`src/rtl/lps_pkg.sv`:
```
package lps_pkg;
  localparam int NUM_DOMAINS = 4;
  localparam int DOM_CORE    = 0;
  localparam int DOM_CACHE   = 1;
  localparam int DOM_BUS     = 2;
  localparam int DOM_SNOOP   = 3;

  typedef enum logic [2:0] {
    PS_RUN   = 3'd0,
    PS_HALT  = 3'd1,
    PS_EHALT = 3'd2,
    PS_WAKE  = 3'd3,
    PS_SGNT  = 3'd4
  } pstate_t;

  // Clock sections left running in each state.
  function automatic logic [NUM_DOMAINS-1:0] dom_mask(pstate_t s);
    logic [NUM_DOMAINS-1:0] m;
    m = '1;
    case (s)
      PS_HALT:  m[DOM_CORE] = 1'b0;
      PS_SGNT:  begin m[DOM_CORE] = 1'b0; m[DOM_CACHE] = 1'b0; end
      PS_EHALT: begin m = '0; m[DOM_SNOOP] = 1'b1; end
      default:  m = '1;
    endcase
    return m;
  endfunction

  // Which halt flavour a halt request selects.
  function automatic pstate_t halt_target(logic en, logic at_min);
    return (en && !at_min) ? PS_EHALT : PS_HALT;
  endfunction
endpackage

```
`src/rtl/lps_fsm.sv`:
```
module lps_fsm
  import lps_pkg::*;
(
  input  logic    clk,
  input  logic    rst_n,
  input  logic    halt_req,
  input  logic    ehalt_en,
  input  logic    at_min_ratio,
  input  logic    stop_req,
  input  logic    wake,
  output pstate_t state,
  output logic    sg_enter,
  output logic    wake_exit
);
  pstate_t st, st_nxt, saved, saved_nxt;

  assign sg_enter  = stop_req && (st != PS_SGNT);
  assign wake_exit = !stop_req && wake && ((st == PS_HALT) || (st == PS_EHALT));

  always_comb begin
    st_nxt    = st;
    saved_nxt = saved;
    if (sg_enter) begin
      st_nxt    = PS_SGNT;
      saved_nxt = st;
    end else begin
      case (st)
        PS_RUN:   if (halt_req) st_nxt = halt_target(ehalt_en, at_min_ratio);
        PS_HALT,
        PS_EHALT: if (wake_exit) st_nxt = PS_WAKE;
        PS_WAKE:  st_nxt = PS_RUN;
        PS_SGNT:  if (!stop_req) st_nxt = saved;
        default:  st_nxt = PS_RUN;
      endcase
    end
  end

  always_ff @(posedge clk or negedge rst_n) begin
    if (!rst_n) begin
      st    <= PS_RUN;
      saved <= PS_RUN;
    end else begin
      st    <= st_nxt;
      saved <= saved_nxt;
    end
  end

  assign state = st;
endmodule

```
`src/rtl/lps_clk_gate.sv`:
```
module lps_clk_gate
  import lps_pkg::*;
(
  input  pstate_t                state,
  output logic [NUM_DOMAINS-1:0] clk_en
);
  logic [NUM_DOMAINS-1:0] mask;
  assign mask = dom_mask(state);

  for (genvar g = 0; g < NUM_DOMAINS; g++) begin : g_dom
    if (g == DOM_SNOOP) begin : g_always_on
      assign clk_en[g] = 1'b1;
    end else begin : g_gated
      assign clk_en[g] = mask[g];
    end
  end
endmodule

```
`src/rtl/lps_sgack_seq.sv`:
```
module lps_sgack_seq #(
  parameter int NUM_CORES = 4,
  localparam int CORE_W   = (NUM_CORES > 1) ? $clog2(NUM_CORES) : 1
) (
  input  logic              clk,
  input  logic              rst_n,
  input  logic              start,
  output logic              strobe,
  output logic [CORE_W-1:0] core
);
  localparam logic [CORE_W-1:0] LAST_IDX = CORE_W'(NUM_CORES - 1);

  logic              active;
  logic [CORE_W-1:0] idx;

  always_ff @(posedge clk or negedge rst_n) begin
    if (!rst_n) begin
      active <= 1'b0;
      idx    <= '0;
    end else if (start) begin
      active <= 1'b1;
      idx    <= '0;
    end else if (active) begin
      if (idx == LAST_IDX) begin
        active <= 1'b0;
        idx    <= '0;
      end else begin
        idx <= idx + CORE_W'(1);
      end
    end
  end

  assign strobe = active;
  assign core   = idx;
endmodule

```
`src/rtl/lps_ctrl.sv`:
```
module lps_ctrl
  import lps_pkg::*;
#(
  parameter int NUM_CORES = 4,
  localparam int CORE_W   = (NUM_CORES > 1) ? $clog2(NUM_CORES) : 1
) (
  input  logic              clk,
  input  logic              rst_n,
  input  logic              halt_req,
  input  logic              ehalt_en,
  input  logic              at_min_ratio,
  input  logic              stpclk_n,
  input  logic              wake,
  output logic [2:0]        state,
  output logic [3:0]        clk_en,
  output logic              sgack_strobe,
  output logic [CORE_W-1:0] sgack_core
);
  pstate_t st;
  logic    stop_req;
  logic    sg_enter;
  logic    wake_exit;

  assign stop_req = ~stpclk_n;

  lps_fsm u_fsm (
    .clk          (clk),
    .rst_n        (rst_n),
    .halt_req     (halt_req),
    .ehalt_en     (ehalt_en),
    .at_min_ratio (at_min_ratio),
    .stop_req     (stop_req),
    .wake         (wake),
    .state        (st),
    .sg_enter     (sg_enter),
    .wake_exit    (wake_exit)
  );

  lps_clk_gate u_gate (
    .state  (st),
    .clk_en (clk_en)
  );

  lps_sgack_seq #(.NUM_CORES(NUM_CORES)) u_seq (
    .clk    (clk),
    .rst_n  (rst_n),
    .start  (sg_enter),
    .strobe (sgack_strobe),
    .core   (sgack_core)
  );

  assign state = st;
endmodule

```
`config.mk`:
```
export PLATFORM = sky130hd
export DESIGN_NAME = lps_ctrl
export DESIGN_NICKNAME = d
export VERILOG_FILES = /design/src/rtl/lps_pkg.sv /design/src/rtl/lps_fsm.sv /design/src/rtl/lps_clk_gate.sv /design/src/rtl/lps_sgack_seq.sv /design/src/rtl/lps_ctrl.sv
export SDC_FILE = /design/constraint.sdc
export NUM_CORES = 1
export LEC_CHECK = 0
export BUFFER_PORTS_ARGS = -buffer_cell sky130_fd_sc_hd__buf_4
export CORE_UTILIZATION = 43
export DETAILED_ROUTE_END_ITERATION = 8
export PLACE_DENSITY = 0.69
export REMOVE_ABC_BUFFERS = 1
export SLEW_MARGIN = 30
export SYNTH_ARGS = -nofsm -noshare
export SYNTH_HDL_FRONTEND = slang
export SYNTH_HIERARCHICAL = 1
export SYNTH_SLANG_ARGS = --single-unit
```
`constraint.sdc`:
```
create_clock -name clk -period 1.45 [get_ports clk]
set_clock_uncertainty 0.2 [all_clocks]
set_input_delay 0.29 -clock clk [delete_from_list [all_inputs] [get_ports clk]]
set_output_delay 0.29 -clock clk [all_outputs]
set_load 0.01 [all_outputs]
```
# Word-level counts from Yosys, hierarchy flattened
# Cells that the tools add are included.
totals:
  register_bits: 9
  in_bits: 7
  out_inout_bits: 10
op_classes:
  addsub: 1
  n_eq_ne: 8
  n_mux: 15
  bitwise_logic: 1
  reduce_logical: 12
ops:
  columns: ["op", "n"]
  rows:
  - ["$mux W3", 4]
  - ["$ne A3 B3 Y1 const B", 3]
  - ["$pmux W3 S3", 1]
  - ["$mux W2", 4]
  - ["$mux W1", 6]
  - ["$logic_and A1 B1 Y1", 4]
  - ["$reduce_or A2 Y1", 2]
  - ["$eq A3 B1 Y1 const B", 1]
  - ["$eq A3 B2 Y1 const B", 1]
  - ["$eq A3 B3 Y1 const B", 1]
  - ["$logic_not A3 Y1", 1]
  - ["$ne A3 B2 Y1 const B", 1]
  - ["$reduce_and A3 Y1", 1]
  - ["$reduce_or A3 Y1", 1]
  - ["$add A2 B1 Y2 const B", 1]
  - ["$eq A2 B2 Y1 const B", 1]
  - ["$reduce_bool A2 Y1", 1]
  - ["$logic_not A1 Y1", 1]
  - ["$logic_or A1 B1 Y1", 1]
  - ["$not A1 Y1", 1]

# Logic depth before layout (Yosys ltp)
# Gate-level depths: netlist of the first run.
logic_depth:
  word_depth: 6
  ltp_mapped: 5

# Modules after synthesis
# Netlist of the first run, hierarchy kept.
by_module_without_submodules:
  columns: ["module", "instances", "cells_each", "area_each_um2", "seq_area_each_um2"]
  rows:
  - ["lps_fsm", 1, 34, 387.9, 150.1]
  - ["lps_sgack_seq", 1, 11, 136.4, 75.1]
  - ["lps_clk_gate", 1, 7, 48.8, 0.0]
  - ["lps_ctrl", 1, 1, 3.8, 0.0]

# Least setup slack after synthesis of the first run
# Ideal clock, no wire load.
synth_timing:
  kind: "flip-flop to flip-flop"
  startpoint: "reg u_fsm.st[1], in the netlist u_fsm/state[1]"
  endpoint: "reg u_fsm.saved[2]"
  t_arrival_ps: 1165
  path_slack_ps: -40
  path_stages_with_launch: 5
  path_buffers: 1
  synth_period_minus_slack_ps: 1490
  path_cell_list: "dfrtp_1 buf_6 nor2_4 a21bo_2 mux2_4"
synth_via:
  elab_chain_len: 2
synth_rtl:
  columns: ["element", "line_no", "rtl"]
  rows:
  - ["from (decl)", "lps_fsm.sv:15", "pstate_t st, st_nxt, saved, saved_nxt;"]
  - ["from (signal assigned)", "lps_fsm.sv:43", "st <= st_nxt;"]
  - ["$ne A3 B3 Y1", "lps_fsm.sv:17", "assign sg_enter = stop_req && (st != PS_SGNT);"]
  - ["$logic_and A1 B1 Y1", "lps_fsm.sv:17", null]
  - ["to (signal assigned)", "lps_fsm.sv:44", "saved <= saved_nxt;"]
  - ["to (decl)", "lps_fsm.sv:15", null]
# Every way passes these cells.
# A chain may end at the register's enable or synchronous reset.

# Worst setup path after layout of the first run
layout_timing:
  startpoint: "reg u_fsm.st[1], in the netlist u_fsm/state[1]"
  endpoint: "out clk_en[2]"
layout_via:
  elab_chain_len: 2
layout_rtl:
  columns: ["element", "line_no", "rtl"]
  rows:
  - ["$eq A3 B2 Y1", "lps_pkg.sv:20", "case (s)"]
  - ["$mux W1", "lps_pkg.sv:20", null]
  - ["to (decl)", "lps_ctrl.sv:15", "output logic [3:0] clk_en,"]
# Every way passes these cells.

==> results of run 1 <==
## power by group through the flow
stage,combinational [W],clock [W],sequential (W)
global route,0.00129,0.000218,0.000486
floorplan,0.000408,0,0.000531
global placement,0.000943,0,0.000463
detailed placement,0.000954,0,0.000468
finish,0.00120,0.000186,0.000474
CTS,0.00103,0.000195,0.000457
## stage by stage
stage / TNS [ns] / area, µm²
detailed placement: -0.0880 / 751
finish: -0.959 / 898
CTS: -0.876 / 818
global placement: -0.0267 / 751
global route: -1.32 / 898
floorplan: -0.0935 / 518
## sequential cells by signal (all words and copies together) (netlist names)
| register | cells |
|---|---|
| u_fsm/saved | 3 |
| u_fsm/state | 3 |
| u_seq/strobe | 1 |
| u_seq/core | 2 |
## worst min path at each step
stage                from              to  slack, ns  cells after the start
global placement    rst_n   u_seq/core[1]      -0.08                      1
global route        rst_n   u_seq/core[1]       0.18                      2
floorplan           rst_n  u_fsm/saved[0]      -0.21                      0
finish              rst_n   u_seq/core[1]       0.18                      2
CTS                 rst_n   u_seq/core[1]       0.18                      2
detailed placement  rst_n   u_seq/core[1]      -0.08                      1
## area by class of cell
cell class,instances,area (µm²),share of cell area [%]
Multi-Input combinational cell,35,312,34.7
Timing Repair Buffer,33,303,33.7
Sequential cell,9,228,25.3
Clock buffer,3,22.5,2.51
Tap cell,14,17.5,1.95
Inverter,3,11.3,1.25
Clock inverter,1,5.00,0.557
## metal layers
metal	track usage, %	up-vias
li1	-	244
met1	20.8	225
met2	28.8	8
met3	3.49	0
met4	10.7	0
met5	0	-
## repair_timing
action                                  4_1_cts  5_1_grt
gates resized for setup                       6        9
pin swaps                                     3        5
hold endpoints to repair                      9        0
cloned                                        0        1
endpoints found under the setup margin        6        7
buffers inserted                              2        4
hold buffers                                  1        0
==> run summary, run 1 <==
In this run the standard cell core region covers 1160 µm². The largest single stage delay on the critical path is 0.38 ns. The total number of yosys warnings was 6. Derived from the worst setup path, the maximum achievable clock frequency is 0.572 GHz. The via count of the first global-routing pass came out at 429. The logs give 10.0% for the fraction of power consumed by the clock network and 24 µm for the met3 layer wire length in the routed design.

Average vias per placed instance: 4.87. The analysis attributes to cell leakage a power of 0.438 nW. For the post-layout worst setup margin, the log shows -0.299 ns. The floorplan step defined a die boundary enclosing 1450 µm².

The logs give 565 µm for the routed length on met1 and 0.182 ns for the worst hold-check slack. The count of endpoints failing hold in the final timing report is 0, and the count of mapped cells out of synthesis is 51. The first global-routing pass estimated 1690 µm of wire.

Among all stages on the critical path, the largest delay is contributed by sky130_fd_sc_hd__dfrtp_1. The startpoint identified for the worst register-to-register timing path is u_fsm/state[0]. The worst path in the final design needs a cycle of 1.75 ns, including I/O delays and setup.

Net switching is 35.1% of the power. For this run, design rule violations remaining after detail routing come to 0. The class of the most critical hold timing path was in -> async.

In the final design database the tool counted 93 nets. The worst path uses 121% of the clock period. Post-detailed-routing wire length: 1270 µm. Of all nets on the critical path, the largest fanout is 3. The initialized floorplan defines 12 standard-cell rows. The run gives 0 as the leftover overflow at the end of global routing.

The post-synthesis cell area was 559 µm²; the number of buffers added on ports was 15. Dividing the synthesized area by the synthesized cell count gives 11.0 µm². The tools report the number of primary I/O pins as 17. Setup repair after global routing could not meet its margin everywhere.

The worst setup path is launched from a flip-flop. IR analysis of the VDD net gives a maximum drop of 1.06 mV. The die is 38.1 µm wide. For this block, the initial DRC count from the detailed router was 7. The count of nets left with antenna violations once routing finished came out at 0. The clock reaches the later pin of the worst-skew pair after 0.26 ns. TritonCTS built the clock tree. For this block, the via count after detailed routing is 477. The congestion estimate from routability-driven global placement came to 0.764. Global routing consumed, over all layers together, 17.5% of the routing resources. Once layout is complete, the utilization of the core stands at 77.7%. For the worst setup path, the data required time is 0.96 ns.

The top metal layer carrying routed signals was met3. Once the floorplan was initialized, standard cells occupied 48.4% of the core. In the detailed route, the total length drawn on met2 is 682 µm. Max-cap violations in this run came to 0.

The first detailed-routing pass ran for 2 iterations. The worst setup path startpoint is u_fsm/state[1]. The critical path crosses 3 cells after its start point.

The critical path contains buffers and inverters numbering 2 combined. The worst register-to-register path has a setup slack of -0.15 ns. The checks that failed: setup timing.

For the H-tree level count, the log shows 1. The flow ran to the end, but the final reports show violations. The final number of max-transition violations was 0; the areal power density over the cells was 2070 nW/µm². The tree built by TritonCTS fans out to 9 sinks. The CTS root buffer was sky130_fd_sc_hd__clkbuf_4. Antenna diode count: 0. Setup violations remaining at the end of the flow were counted as 5. The initial antenna violation count was 0; the filler cell count was 75. Summing internal, switching and leakage power gives 0.00186 W.

The clock input transition at the sequential cells of the worst setup and hold paths was 0.06 ns; the signal arrival time at the worst endpoint was 1.26 ns. Compared with the post-synthesis result, the final layout area differs by 60.6%. In the layout the commonest cells are sky130_fd_sc_hd__buf_4, sky130_fd_sc_hd__dfrtp_1, sky130_fd_sc_hd__buf_6.

Detailed placement ended at an HPWL of 811 µm. For the worst flop-to-flop path, the logic depth is 6. Buffers inserted during clock tree synthesis total 3.

The layout cell share with drive strength beyond 1 was 60.7%. In this run the vertical extent of the chip is 38.1 µm. The tools report the largest net degree at the start of global routing as 12.

The share of total power dissipated in combinational logic is 64.5%. OpenSTA, run right after detailed placement, puts the worst setup slack at -0.0516 ns. The run gives 2 as the maximum buffer depth of the clock tree. For this design the total switching power over the nets is 0.000652 W.

The most critical setup path has its endpoint at clk_en[2]. Traced cell by cell, the critical path runs through buf_4 > or3b_4 > buf_6. The kind of cell with the highest combined delay on the critical path is flip-flops.

Leaving out fill and tap cells, the most frequent cell in the layout is sky130_fd_sc_hd__buf_4. The internal power consumption is 0.00121 W. The run gives 25.5% as the sequential share of power. Type of the worst setup path: reg -> out.

The detail-routed net length per standard cell works out to 13.0 µm. The critical path capture point type is an output pin. In this run, placement finished with an instance count of 88.

Destination of the worst register-to-register timing path: u_fsm/state[0]. For the final cell count without fillers, the log shows 98.
Note: power is estimated with default switching activity, not from simulation.
==> run 2: changes to the inputs <==
Settings changed: CORE_UTILIZATION 43 to 30, PLACE_DENSITY 0.69 to 0.51.
==> run summary, run 2 (synthesis results as in run 1) <==
Once the floorplan was initialized, standard cells occupied 32.0% of the core. For the internal power consumption, the log shows 0.00109 W. The count of endpoints failing hold in the final timing report came out at 0.

The number of placement rows was 15; the fraction of power consumed by the clock network was 11.9%. The signal on the critical path passes through or3b_1 > buf_6. The count of nets left with antenna violations once routing finished came out at 0.

The signal arrival time at the worst endpoint is 1.20 ns, and the initial antenna violation count is 0. Summed over all layers, the routed wires come to 1140 µm. The tightest hold path in the finished design has a slack of 0.182 ns.

The worst hold path belongs to the class in -> async. Port buffering added 15 buffers. The clock reaches the later pin of the worst-skew pair after 0.26 ns. At the end of the flow, the number of nets in the layout was 92. The run gives 478 as the via count of the first global-routing pass.

Power spread over the standard cell area amounts to 2010 nW/µm². The first TritonRoute pass finished after 4 iterations. The run gives 7 as the number of design-rule violations left by the first detailed-router iteration. The H-tree level count is 1.

Data on the critical path is required at its endpoint by 0.96 ns. For this block, the via count after detailed routing is 472. After floorplanning, the core was sized to cover 1750 µm².

The chip height was 45.2 µm; the post-placement setup slack was -0.0673 ns. Summed over all layers, the global routing overflow is 0. The finished layout holds 108 standard cells, fillers aside. For the final setup violation count, the log shows 6. On the worst path, the slowest cell contributes a delay of 0.42 ns. Number of buffers added by the clock tree synthesis step: 3. The critical path capture point type was an output pin. The floorplan step defined a die boundary enclosing 2040 µm². The final critical-path required period works out to 1.69 ns. The fraction of power spent switching nets works out to 35.7%. Leaving out fill and tap cells, the most frequent cells in the layout are sky130_fd_sc_hd__buf_4, sky130_fd_sc_hd__dfrtp_1, sky130_fd_sc_hd__buf_6. Timing would allow up to 0.593 GHz. The tools report the startpoint class of the critical path as a flip-flop. Power spent charging and discharging nets: 0.000607 W.

The number of primary I/O pins came out at 17. In the finished design, the share of the clock period the worst path needs comes to 116%. Adding up every negative setup slack in the final design gives -0.669 ns.

The post-layout worst setup margin is -0.235 ns, and the number of max-capacitance violations reported is 0. The worst setup path is of the reg -> out kind. The global-route total usage across every layer is 13.3%, and the detail-routed net length per standard cell is 10.5 µm. After detailed routing, the number of remaining DRC violations is 0. Combinational logic burns 61.1% of the power. Setup repair after global routing could not meet its margin everywhere. The antenna diode count was 0; the number of instances in the placed design was 99.

Area added between synthesis and finish: 51.5%. The checks that failed: setup timing. The run gives 0.738 as the placer congestion estimate. Per report_power, the sequential group accounts for 27.0% of the total.

The global-route wire length before repair was 1930 µm. Clock input transition at the sequential cells of the worst setup and hold paths: 0.07 ns. The number of cell instances on the worst register-to-register path came out at 3. The slowest stage of the critical path is the sky130_fd_sc_hd__dfrtp_2 cell.

For the final number of max-transition violations, the log shows 0. The library cell used most frequently in the layout, excluding fill and tap cells, is sky130_fd_sc_hd__buf_4. Entering global routing, the biggest net connects 10 pins. The average vias per placed instance is 4.37, and the maximum resistive drop on vdd is 0.671 mV. The clock passes through at most 2 buffers. Detailed placement ended at an HPWL of 824 µm. The flow ran to the end, but the final reports show violations. Clock tree synthesis found a total of 9 sinks. The run gives 0.413 nW as the leakage power. In this run the worst path has a maximum fanout of 3. The CTS root buffer is sky130_fd_sc_hd__clkbuf_4. The die is 45.2 µm wide.

TritonCTS built the clock tree. In the final layout, the share of cells above drive strength 1 is 54.2%.
==> run 2: critical path: cells and delay by family (launching register included) <==
family	cells	cell delay, ns
AND/OR/NAND/NOR	1	0.39
flip-flops	1	0.42
buffers and inverters	1	0.13
==> run 2: power groups by stage <==
stage	combinational [W]	clock, W	sequential (W)
global placement	0.000897	0	0.000494
CTS	0.00101	0.000209	0.000460
detailed placement	0.000895	0	0.000497
global route	0.00114	0.000227	0.000476
finish	0.00104	0.000203	0.000459
floorplan	0.000408	0	0.000531
==> run 2: path summary, 6_finish.rpt <==
kind | startpoint | to | slack [ns]
hold reg to reg | u_fsm/saved[1] | u_fsm/saved[1] | 0.30
setup reg to reg | u_fsm/state[1] | u_fsm/state[0] | -0.03
setup / recovery | u_fsm/state[0] | clk_en[2] | -0.24
hold / removal | rst_n | u_fsm/state[1] | 0.18
min in group clk | stpclk_n | u_fsm/state[0] | 0.18
max in group asynchronous | rst_n | u_fsm/state[2] | 0.72
==> run 2: routing by layer <==
metal	global-route usage, %	share of wire, %	vias up
li1	-	-	243
met1	17.9	47	222
met2	20.0	50	7
met3	2.40	3.0	0
met4	7.27	0	0
met5	0	0	-
==> run 2: final cells by class <==
cell class              count  area, µm²
flip-flops and latches      9        229
multi-input cells          35        288
repair buffers             32        262
fillers                   179        898
inverters                   3       11.3
well taps                  25       31.3
clock buffers               4       26.3
==> run 2: stage by stage <==
stage	total power [W]	instance area (µm²)	util (%)
finish	0.00170	847	48.5
global placement	0.00139	752	43.1
floorplan	0.000938	518	-
global route	0.00184	847	48.5
detailed placement	0.00139	752	43.1
CTS	0.00168	828	47.5
==> run 2: repair_timing <==
action,in CTS,in global routing
hold buffers,1,0
endpoints found under the setup margin,8,9
hold endpoints to repair,9,0
resized for setup,6,3
cloned,0,0
setup buffers,3,1
pin swaps,1,2
==> run 3: changes to the inputs <==
Settings changed: RECOVER_POWER set to 100.
==> run summary, run 3 (synthesis results as in run 1) <==
Once layout is complete, the utilization of the core stands at 47.3%. In the routed design, unresolved DRC markers number 0. In this run switching power makes up 36.4% of total power. On the final layout, the worst hold slack is 0.185 ns.

The maximum operating frequency is 0.593 GHz. Global routing finished with a remaining overflow of 0. TritonCTS built the clock tree. The post-layout worst setup margin came out at -0.236 ns. The areal power density over the cells came out at 2010 nW/µm². Once detailed placement completed, the half-perimeter wirelength came to 824 µm. Dividing the final minimum period by the clock period gives 116%.

Setup repair after global routing could not meet its margin everywhere. The average vias per placed instance was 4.37; the fraction of power consumed by the clock network was 12.2%. Once layout is complete, the cells apart from fillers number 108.

The clock passes through at most 2 buffers. The chip height is 45.2 µm. The startpoint class of the critical path is a flip-flop. The highest net fanout along the worst path was 3. The sequential share of power is 27.5%, and the full die area is 2040 µm². For the pin with the worst max-slew slack, the measured transition is 0.507 ns. Summed over all cells, the static leakage comes to 0.397 nW. The number of primary I/O pins is 17. The library cells used most frequently in the layout, excluding fill and tap cells, are sky130_fd_sc_hd__buf_4, sky130_fd_sc_hd__dfrtp_1, sky130_fd_sc_hd__clkbuf_1.

The end point of the most critical hold path was u_fsm/state[0]. The first global-routing pass estimated 1930 µm of wire. The number of nets in the finished design came out at 92. Detailed routing inserted a total of 472 vias.

The final number of max-transition violations was 0; the number of sinks driven by the clock tree was 9. Clock-pin slew was measured on the worst setup and hold paths at 0.07 ns. Counting the buffers created by CTS gives 3. The count of endpoints failing hold in the final timing report was 0. The area added between synthesis and finish is 47.7%. The startpoint identified for the worst hold timing path is stpclk_n. The post-detailed-routing wire length was 1140 µm. The flow ran to the end, but the final reports show violations. The analysis attributes to net switching a power of 0.000605 W. The tool flagged a number of max-cap violations equal to 0.

The number of cells on the worst reg-to-reg path is 3. The CTS root buffer was sky130_fd_sc_hd__clkbuf_4. The startpoint identified for the worst register-to-register timing path is u_fsm/state[1].

The internal portion of the total power is 0.00105 W. The worst hold path belongs to the class in -> reg. The largest single stage delay on the critical path is 0.42 ns.

The signal on the critical path passes through or3b_1 > buf_6. Once detail routing completed, the nets flagged for antenna violations numbered 0. In this run, placement finished with an instance count of 99. Via count of the first global-routing pass: 478.

Number of buffers added on ports: 15. Type of the worst setup path: reg -> out. The detail-routed net length per standard cell is 10.5 µm, and the signal arrival time at the worst endpoint is 1.20 ns.

The most common cell after layout, fill and taps aside is sky130_fd_sc_hd__buf_4. From left edge to right edge, the die measures 45.2 µm. The worst setup slack for register-to-register paths was -0.07 ns.

VDD sags by at most 0.670 mV. The core region is 1750 µm². Setup violations remaining at the end of the flow were counted as 7.

Headroom to the max-slew limit came out at 66.2%. The logs give 0 for the initial antenna violation count and 0.738 for the placer congestion estimate. The run gives 1 as the H-tree level count. The final reports fail on setup timing.

STA puts the critical path data required time at 0.96 ns. The run gives 0.26 ns as the insertion delay to the later sink of the worst-skew pair. After detailed placement, the total cell area comes to 752 µm². Entering global routing, the biggest net connects 10 pins. After floorplanning, the core was divided into 15 placement rows.

In the final layout, the share of cells above drive strength 1 is 49.4%. After routing the design area is 826 µm². The number of cells on the worst hold path was 4; the antenna diode count was 0. Summing internal, switching and leakage power gives 0.00166 W.

The worst setup path is captured at an output pin. Share of power burned in combinational logic: 60.3%. The run gives 4 as the detailed-routing iteration count for the pre-antenna-repair pass.

Initial core utilization: 32.0%. Across every metal layer, demand over resource in global routing totals 13.3%. The worst path in the final design needs a cycle of 1.69 ns, including I/O delays and setup.

In this run the critical register-to-register path is captured at u_fsm/state[0]. Slowest cell on the critical path: sky130_fd_sc_hd__dfrtp_2. In this run, the number of DRC markers left after iteration 0 of detailed routing was 7.
## run 3: cell count changes in the layout (fill, tap and decap cells not counted), sizes merged
cell and delta:
buf -5, clkbuf +5
## run 3: power by group through the flow
| stage | Combinational [W] | Clock, W | Sequential, W |
|---|---|---|---|
| after floorplan | 0.000408 | 0 | 0.000531 |
| after global placement | 0.000897 | 0 | 0.000494 |
| after global routing | 0.00110 | 0.000227 | 0.000474 |
| final | 0.00100 | 0.000203 | 0.000457 |
| after CTS | 0.00101 | 0.000209 | 0.000460 |
| after detailed placement | 0.000895 | 0 | 0.000497 |
## run 3: through the flow
step                setup TNS [ns]  setup WS [ns]
floorplan                  -0.0935        -0.0390
global placement            -0.145        -0.0660
finish                      -0.778         -0.236
CTS                         -0.672         -0.237
detailed placement          -0.153        -0.0673
global route                 -1.28         -0.276
## run 3: how the worst max path moves through the flow
stage	startpoint	endpoint	slack [ns]	cells after the start
6_report	u_fsm/state[0]	clk_en[2]	-0.24	2
5_1_grt	u_fsm/state[2]	clk_en[2]	-0.28	2
4_1_cts	u_fsm/state[2]	clk_en[2]	-0.24	2
3_5_place_dp	u_fsm/state[1]	clk_en[2]	-0.07	2
3_3_place_gp	u_fsm/state[0]	clk_en[2]	-0.07	2
2_1_floorplan	u_fsm/state[0]	u_fsm/state[0]	-0.04	3
## run 3: per-layer routing
layer,GRT usage (%),share of wire (%),up-vias
met3,2.40,3.0,0
li1,-,-,242
met5,0,0,-
met1,17.9,47,223
met4,7.27,0,0
met2,20.0,50,7
## run 3: layout make-up
type	count	area (µm²)
Clock buffer	4	26.3
Timing Repair Buffer	32	240
Tap cell	25	31.3
Fill cell	186	920
Inverter	3	11.3
Sequential cell	9	229
Multi-Input combinational cell	35	288
## run 3: critical path, delay by kind of cell (launching register included)
family / cells / cell delay [ns]
buffers and inverters: 1 / 0.13
DFF: 1 / 0.42
and+or+nand+nor: 1 / 0.39
## run 3: repair_timing
action | 4_1_cts | 5_1_grt
gates cloned | 0 | 0
setup buffers | 3 | 1
hold endpoints to repair | 9 | 0
pin swaps | 1 | 2
gates resized for setup | 6 | 3
setup endpoints to repair | 8 | 9
hold buffers | 1 | 0
